`src/rtl/psf_pkg.sv`:
```
package psf_pkg;
  typedef struct packed {
    logic ocp;
    logic ot;
  } fault_src_t;

  function automatic logic any_fault(input fault_src_t s);
    return s.ocp | s.ot;
  endfunction
endpackage

```
`src/rtl/psf_blank_filter.sv`:
```
module psf_blank_filter #(
  parameter int BLANK_CYC = 8
) (
  input  logic clk,
  input  logic rst_n,
  input  logic raw_i,
  output logic trip_o
);
  logic trip_q, trip_d;

  generate
    if (BLANK_CYC <= 1) begin : g_direct
      always_comb trip_d = raw_i;
    end else begin : g_count
      localparam int BW = $clog2(BLANK_CYC);
      localparam logic [BW-1:0] LAST = BW'(BLANK_CYC - 1);
      logic [BW-1:0] cnt_q, cnt_d;

      always_comb begin
        cnt_d  = cnt_q;
        trip_d = 1'b0;
        if (!raw_i) begin
          cnt_d = '0;
        end else begin
          trip_d = (cnt_q == LAST);
          if (cnt_q != LAST) cnt_d = cnt_q + 1'b1;
        end
      end

      always_ff @(posedge clk or negedge rst_n) begin
        if (!rst_n) cnt_q <= '0;
        else        cnt_q <= cnt_d;
      end
    end
  endgenerate

  always_ff @(posedge clk or negedge rst_n) begin
    if (!rst_n) trip_q <= 1'b0;
    else        trip_q <= trip_d;
  end

  assign trip_o = trip_q;
endmodule

```
`src/rtl/psf_ocp_track.sv`:
```
module psf_ocp_track #(
  parameter int OCP_CNT = 10
) (
  input  logic clk,
  input  logic rst_n,
  input  logic trip_i,
  input  logic cyc_start_i,
  output logic hs_off_o,
  output logic ocp_flag_o
);
  localparam int CW = $clog2(OCP_CNT + 1);
  localparam logic [CW-1:0] CMAX = CW'(OCP_CNT);

  logic          hs_off_q, hs_off_d;
  logic          evt_q, evt_d;
  logic [CW-1:0] cnt_q, cnt_d;

  always_comb begin
    hs_off_d = hs_off_q;
    if (trip_i)           hs_off_d = 1'b1;
    else if (cyc_start_i) hs_off_d = 1'b0;
  end

  always_comb begin
    evt_d = evt_q;
    cnt_d = cnt_q;
    if (cyc_start_i) begin
      evt_d = 1'b0;
      if (evt_q | trip_i) begin
        if (cnt_q != CMAX) cnt_d = cnt_q + 1'b1;
      end else begin
        cnt_d = '0;
      end
    end else if (trip_i) begin
      evt_d = 1'b1;
    end
  end

  always_ff @(posedge clk or negedge rst_n) begin
    if (!rst_n) begin
      hs_off_q <= 1'b0;
      evt_q    <= 1'b0;
      cnt_q    <= '0;
    end else begin
      hs_off_q <= hs_off_d;
      evt_q    <= evt_d;
      cnt_q    <= cnt_d;
    end
  end

  assign hs_off_o   = hs_off_q;
  assign ocp_flag_o = (cnt_q == CMAX);
endmodule

```
`src/rtl/psf_nocp_lock.sv`:
```
module psf_nocp_lock #(
  parameter int NOCP_CYC = 50
) (
  input  logic clk,
  input  logic rst_n,
  input  logic neg_i,
  input  logic pwm_i,
  output logic ls_off_o
);
  localparam int TW = (NOCP_CYC > 2) ? $clog2(NOCP_CYC) : 1;
  localparam logic [TW-1:0] TLAST = TW'(NOCP_CYC - 1);

  logic          lock_q, lock_d;
  logic [TW-1:0] tmr_q, tmr_d;

  always_comb begin
    lock_d = lock_q;
    tmr_d  = tmr_q;
    if (!lock_q) begin
      if (neg_i && !pwm_i) begin
        lock_d = 1'b1;
        tmr_d  = '0;
      end
    end else if (pwm_i) begin
      lock_d = 1'b0;
    end else if (tmr_q == TLAST) begin
      lock_d = 1'b0;
    end else begin
      tmr_d = tmr_q + 1'b1;
    end
  end

  always_ff @(posedge clk or negedge rst_n) begin
    if (!rst_n) begin
      lock_q <= 1'b0;
      tmr_q  <= '0;
    end else begin
      lock_q <= lock_d;
      tmr_q  <= tmr_d;
    end
  end

  assign ls_off_o = lock_q;
endmodule

```
`src/rtl/psf_ot_hyst.sv`:
```
module psf_ot_hyst (
  input  logic clk,
  input  logic rst_n,
  input  logic hi_i,
  input  logic clr_i,
  output logic ot_o
);
  logic ot_q, ot_d;

  always_comb begin
    ot_d = ot_q;
    if (hi_i)       ot_d = 1'b1;
    else if (clr_i) ot_d = 1'b0;
  end

  always_ff @(posedge clk or negedge rst_n) begin
    if (!rst_n) ot_q <= 1'b0;
    else        ot_q <= ot_d;
  end

  assign ot_o = ot_q;
endmodule

```
`src/rtl/pstage_fault_sup.sv`:
```
module pstage_fault_sup #(
  parameter int BLANK_CYC = 8,
  parameter int OCP_CNT   = 10,
  parameter int NOCP_CYC  = 50
) (
  input  logic clk,
  input  logic rst_n,
  input  logic ocp_pos_i,
  input  logic ocp_neg_i,
  input  logic ot_high_i,
  input  logic ot_clear_i,
  input  logic pwm_i,
  input  logic ready_i,
  input  logic cyc_start_i,
  output logic hs_off_o,
  output logic ls_off_o,
  output logic flag_o
);
  import psf_pkg::*;

  logic       trip;
  fault_src_t src;
  logic       flag_q, flag_d;

  psf_blank_filter #(.BLANK_CYC(BLANK_CYC)) u_blank (
    .clk(clk), .rst_n(rst_n), .raw_i(ocp_pos_i), .trip_o(trip)
  );

  psf_ocp_track #(.OCP_CNT(OCP_CNT)) u_ocp (
    .clk(clk), .rst_n(rst_n), .trip_i(trip), .cyc_start_i(cyc_start_i),
    .hs_off_o(hs_off_o), .ocp_flag_o(src.ocp)
  );

  psf_nocp_lock #(.NOCP_CYC(NOCP_CYC)) u_nocp (
    .clk(clk), .rst_n(rst_n), .neg_i(ocp_neg_i), .pwm_i(pwm_i),
    .ls_off_o(ls_off_o)
  );

  psf_ot_hyst u_ot (
    .clk(clk), .rst_n(rst_n), .hi_i(ot_high_i), .clr_i(ot_clear_i),
    .ot_o(src.ot)
  );

  always_comb flag_d = ready_i & any_fault(src);

  always_ff @(posedge clk or negedge rst_n) begin
    if (!rst_n) flag_q <= 1'b0;
    else        flag_q <= flag_d;
  end

  assign flag_o = flag_q;
endmodule

```
`config.mk`:
```
export PLATFORM = sky130hd
export DESIGN_NAME = pstage_fault_sup
export DESIGN_NICKNAME = d
export VERILOG_FILES = /design/src/rtl/psf_pkg.sv /design/src/rtl/psf_blank_filter.sv /design/src/rtl/psf_ocp_track.sv /design/src/rtl/psf_nocp_lock.sv /design/src/rtl/psf_ot_hyst.sv /design/src/rtl/pstage_fault_sup.sv
export SDC_FILE = /design/constraint.sdc
export NUM_CORES = 1
export LEC_CHECK = 0
export BUFFER_PORTS_ARGS = -buffer_cell sky130_fd_sc_hd__buf_2
export CAP_MARGIN = 15
export CORE_AREA = 3 3 49 51
export CTS_CLUSTER_DIAMETER = 50
export CTS_CLUSTER_SIZE = 14
export DETAILED_ROUTE_END_ITERATION = 10
export DIE_AREA = 0 0 52 54
export PLACE_DENSITY_LB_ADDON = 0.2
export SLEW_MARGIN = 20
export SYNTH_ARGS = -nofsm -noshare
export SYNTH_HDL_FRONTEND = slang
export SYNTH_SLANG_ARGS = --single-unit
```
`constraint.sdc`:
```
create_clock -name clk -period 1.3 [get_ports clk]
set_input_delay 0 -clock clk [delete_from_list [all_inputs] [get_ports clk]]
set_output_delay 0 -clock clk [all_outputs]
set_load 0.02 [all_outputs]
```
==> flow_metrics.py <==
metrics = {
    "critical_path": {
        "path_class": "flop to flop",
        "cp_slowest_cell": "dfrtp_1",
        "crit_chain": "inv_1 -> ha_2 -> nand4b_4 -> or2_1 -> a221o_1",
        "worstPathRequired_ns": 1.49,
        "cp_max_fo": 3,
        "worstSetupEndpointType": "flop",
        "crit_cells": 5,
        "critical-path-top-delay-family": "flip-flops",
        "crit_path_start_kind": "flop",
        "critical_path_buf_inv_count": 1,
        "critPathMaxStageDelay_ns": 0.42,
        "arrival_ns": 1.60,
        "ff2ff_path_depth": 5,
        "rrSetupSlack_ns": -0.10,
    },
    "yosys": {
        "synth_warnings": 0,
        "ys_seq_area_share_pct": 49.4,
        "synth_fp_nets": 100,
        "synth_edf_count": 0,
        "synth-main-ff-cell": "dfrtp_1",
        "async_reset_ff_share_pct": 100,
        "synth-seq-cells": 19,
        "syn_avg_cell_area_um2": 11.3,
        "ys_types": 34,
        "synth_cells": 85,
        "synthesis.area_um2": 962,
    },
    "timing": {
        "setup_viol": 4,
        "hold_slack_ns": 0.0880,
        "hold_viol": 0,
        "relSlewSlack_pct": 72.7,
        "fmax_ghz": 0.713,
        "final.period_utilization_pct": 108,
        "max_slew.worst_pin.slew_ns": 0.410,
        "period_needed_ns": 1.40,
        "rsz0062_at_grt": "true",
        "fin_skew_ns": 0.00362,
        "fin_ws_ns": -0.102,
        "drv_slew": 0,
    },
    "job": {
        "maxCapViolCount": 0,
    },
    "power": {
        "power.share.switching_pct": 26.9,
        "p_int_mw": 0.870,
        "p_per_area_nw_per_um2": 959,
        "leakagePower_nw": 0.602,
        "p_clk_share_pct": 24.9,
        "seq_power_share_pct": 56.4,
        "ir_drop_mv": 0.889,
        "power_switching_mw": 0.320,
        "power.total_mw": 1.19,
        "combPwrFrac_pct": 18.8,
    },
    "finish": {
        "num_antenna_cells": 0,
        "areaGrowthSynthToFinish_pct": 28.9,
        "drive_above_1_share_pct": 28.4,
        "fin_nets": 132,
        "fin_area_um2": 1240,
        "fillCellCount": 164,
    },
    "outcome": {
        "status": "complete, but fails checks",
        "violations": "negative setup slack",
    },
    "clocking": {
        "insertion_delay_ns": 0.30,
        "cts_sinks": 19,
        "cts_tree": "built",
        "cts_made_buffers": 3,
        "cts_root_buf": "clkbuf_4",
        "clkTransAtPathRegs_ns": 0.11,
        "htreeDepth": 1,
        "cts_buffer_depth": 2,
    },
    "floorplan": {
        "dieArea_um2": 2810,
        "io-pin-count": 12,
        "initial_core_util_pct": 48.5,
        "core-area_um2": 1980,
        "die_h_um": 54,
        "fp-row-count": 16,
        "die_w_um": 52,
    },
    "placed_design": {
        "portBuffers": 11,
        "place_congestion": 0.865,
        "dpl-instance-area_um2": 1100,
        "post-place-ws_ns": -0.0945,
        "hpwl_um": 1240,
    },
    "grt": {
        "grt_pass1_vias": 740,
        "grt_first_pass_wirelength_um": 3190,
        "grt_max_degree": 20,
        "grt.total_usage_pct": 15.6,
        "antenna_found_initial": 0,
        "overflow": 0,
    },
    "route": {
        "firstDrtPassIters": 4,
        "via_per_inst": 5.27,
        "vias": 754,
        "drt-total-wl_um": 1840,
        "drt_first_iter_violations": 5,
        "wl_per_cell_um": 12.9,
        "drcViolationCount": 0,
        "detail-route-antenna-nets": 0,
    },
    "min_path": {
        "worst_hold_path_type": "input port to flop",
        "hold_path_depth": 3,
    },
}
[power by group through the flow]
| stage | registers [mW] | clock network, mW | logic, mW |
|---|---|---|---|
| final | 0.670 | 0.296 | 0.223 |
| after global routing | 0.676 | 0.340 | 0.254 |
| after CTS | 0.670 | 0.318 | 0.211 |
| after detailed placement | 0.680 | 0 | 0.190 |
| after global placement | 0.678 | 0 | 0.183 |
| after floorplan | 0.683 | 0 | 0.0946 |
[sequential cells by signal, summed over array words and instances (netlist names)]
name / flops
flag_o: 1
u_blank.g_count.cnt_q: 3
u_blank.trip_o: 1
u_nocp.ls_off_o: 1
u_nocp.tmr_q: 6
u_ocp.cnt_q: 4
u_ocp.evt_q: 1
u_ocp.hs_off_o: 1
u_ot.ot_o: 1
[tightest hold or removal path, cell delays in order]
cell and delay (ns):
buf_2 0.15, or3b_1 0.13, o311ai_1 0.07
[stage by stage]
stage	utilization [%]	std cells	setup TNS (ns)
6_report	62.6	143	-0.316
3_3_place_gp	55.5	129	-0.190
2_1_floorplan	-	85	-0.186
5_1_grt	62.6	143	-0.567
4_1_cts	61.2	141	-0.285
3_5_place_dp	55.5	129	-0.239
[timing repair]
item,4_1_cts,5_1_grt
hold buffers,7,0
setup buffers,1,2
pin swaps,1,3
gates resized for setup,3,3
hold endpoints to repair,27,0
setup endpoints to repair,4,10
[routing by layer]
layer	wire length, um	global-route usage, %	share of wire (%)	vias up
met5	0	0	0	-
met4	13	4.80	0.70	0
met3	108	4.99	5.9	2
met2	934	26.8	51	16
met1	788	18.7	43	363
li1	-	-	-	373
[final cells by class]
class / instances / area [um^2] / area share (%)
clock buffer: 3 / 22.5 / 1.82
inverter: 5 / 18.8 / 1.51
timing repair buffer: 28 / 200 / 16.1
clock inverter: 1 / 5.00 / 0.404
multi-input combinational: 60 / 484 / 39.1
tap: 27 / 33.8 / 2.72
sequential: 19 / 475 / 38.3
[layout by cell type, fill, tap and decap left out, drive strengths merged, types with 3 or more instances in the layout]
cell type,synthesis,routed
nand2,4,4
clkbuf,1,3
inv,5,5
ha,6,6
buf,0,21
nand3,3,3
nor2,5,5
nand3b,3,3
mux2i,4,4
dlygate4sd3,0,7
nor2b,4,4
dfrtp,19,19
[synthesized netlist by cell type (2+ instances only)]
library cell / instances / share of area (%)
o21bai_1: 2 / 1.6
nand3b_1: 3 / 2.3
nand2_1: 4 / 1.6
o2bb2ai_1: 2 / 1.8
inv_1: 5 / 2.0
nor2_1: 5 / 2.0
a221o_1: 2 / 2.1
nor2b_1: 4 / 2.6
and2_1: 2 / 1.3
mux2i_1: 4 / 4.2
dfrtp_1: 19 / 49
nand3_1: 3 / 1.6
nor3b_1: 2 / 1.6
o21ai_0: 2 / 1.0
nor3_1: 2 / 1.0
ha_1: 6 / 7.8
[cell families (layout without fill, tap and decap cells)]
kind of cell	Yosys count	after routing	synth area share, %
fa+ha+maj	6	6	7.80
xor+xnor	1	1	0.910
flops	19	19	49.4
buf+inv	6	37	2.34
mux	6	6	6.50
simple gates	29	29	18.6
compound gates	18	18	14.4
[path summary, 6_finish.rpt]
check                                            startpoint                     endpoint
worst min-delay path                                  pwm_i  u_nocp.tmr_q[5]$_DFFE_PN0P_
worst max-delay path            u_nocp.tmr_q[1]$_DFFE_PN0P_  u_nocp.tmr_q[0]$_DFFE_PN0P_
max in group asynchronous                             rst_n   u_ocp.cnt_q[3]$_DFFE_PN0P_
min in group asynchronous                             rst_n    u_nocp.ls_off_o$_DFF_PN0_
worst min register to register     u_blank.trip_o$_DFF_PN0_   u_ocp.hs_off_o$_DFFE_PN0P_
worst max register to register  u_nocp.tmr_q[1]$_DFFE_PN0P_  u_nocp.tmr_q[0]$_DFFE_PN0P_
No activity file was read; power rests on OpenSTA's default activity.
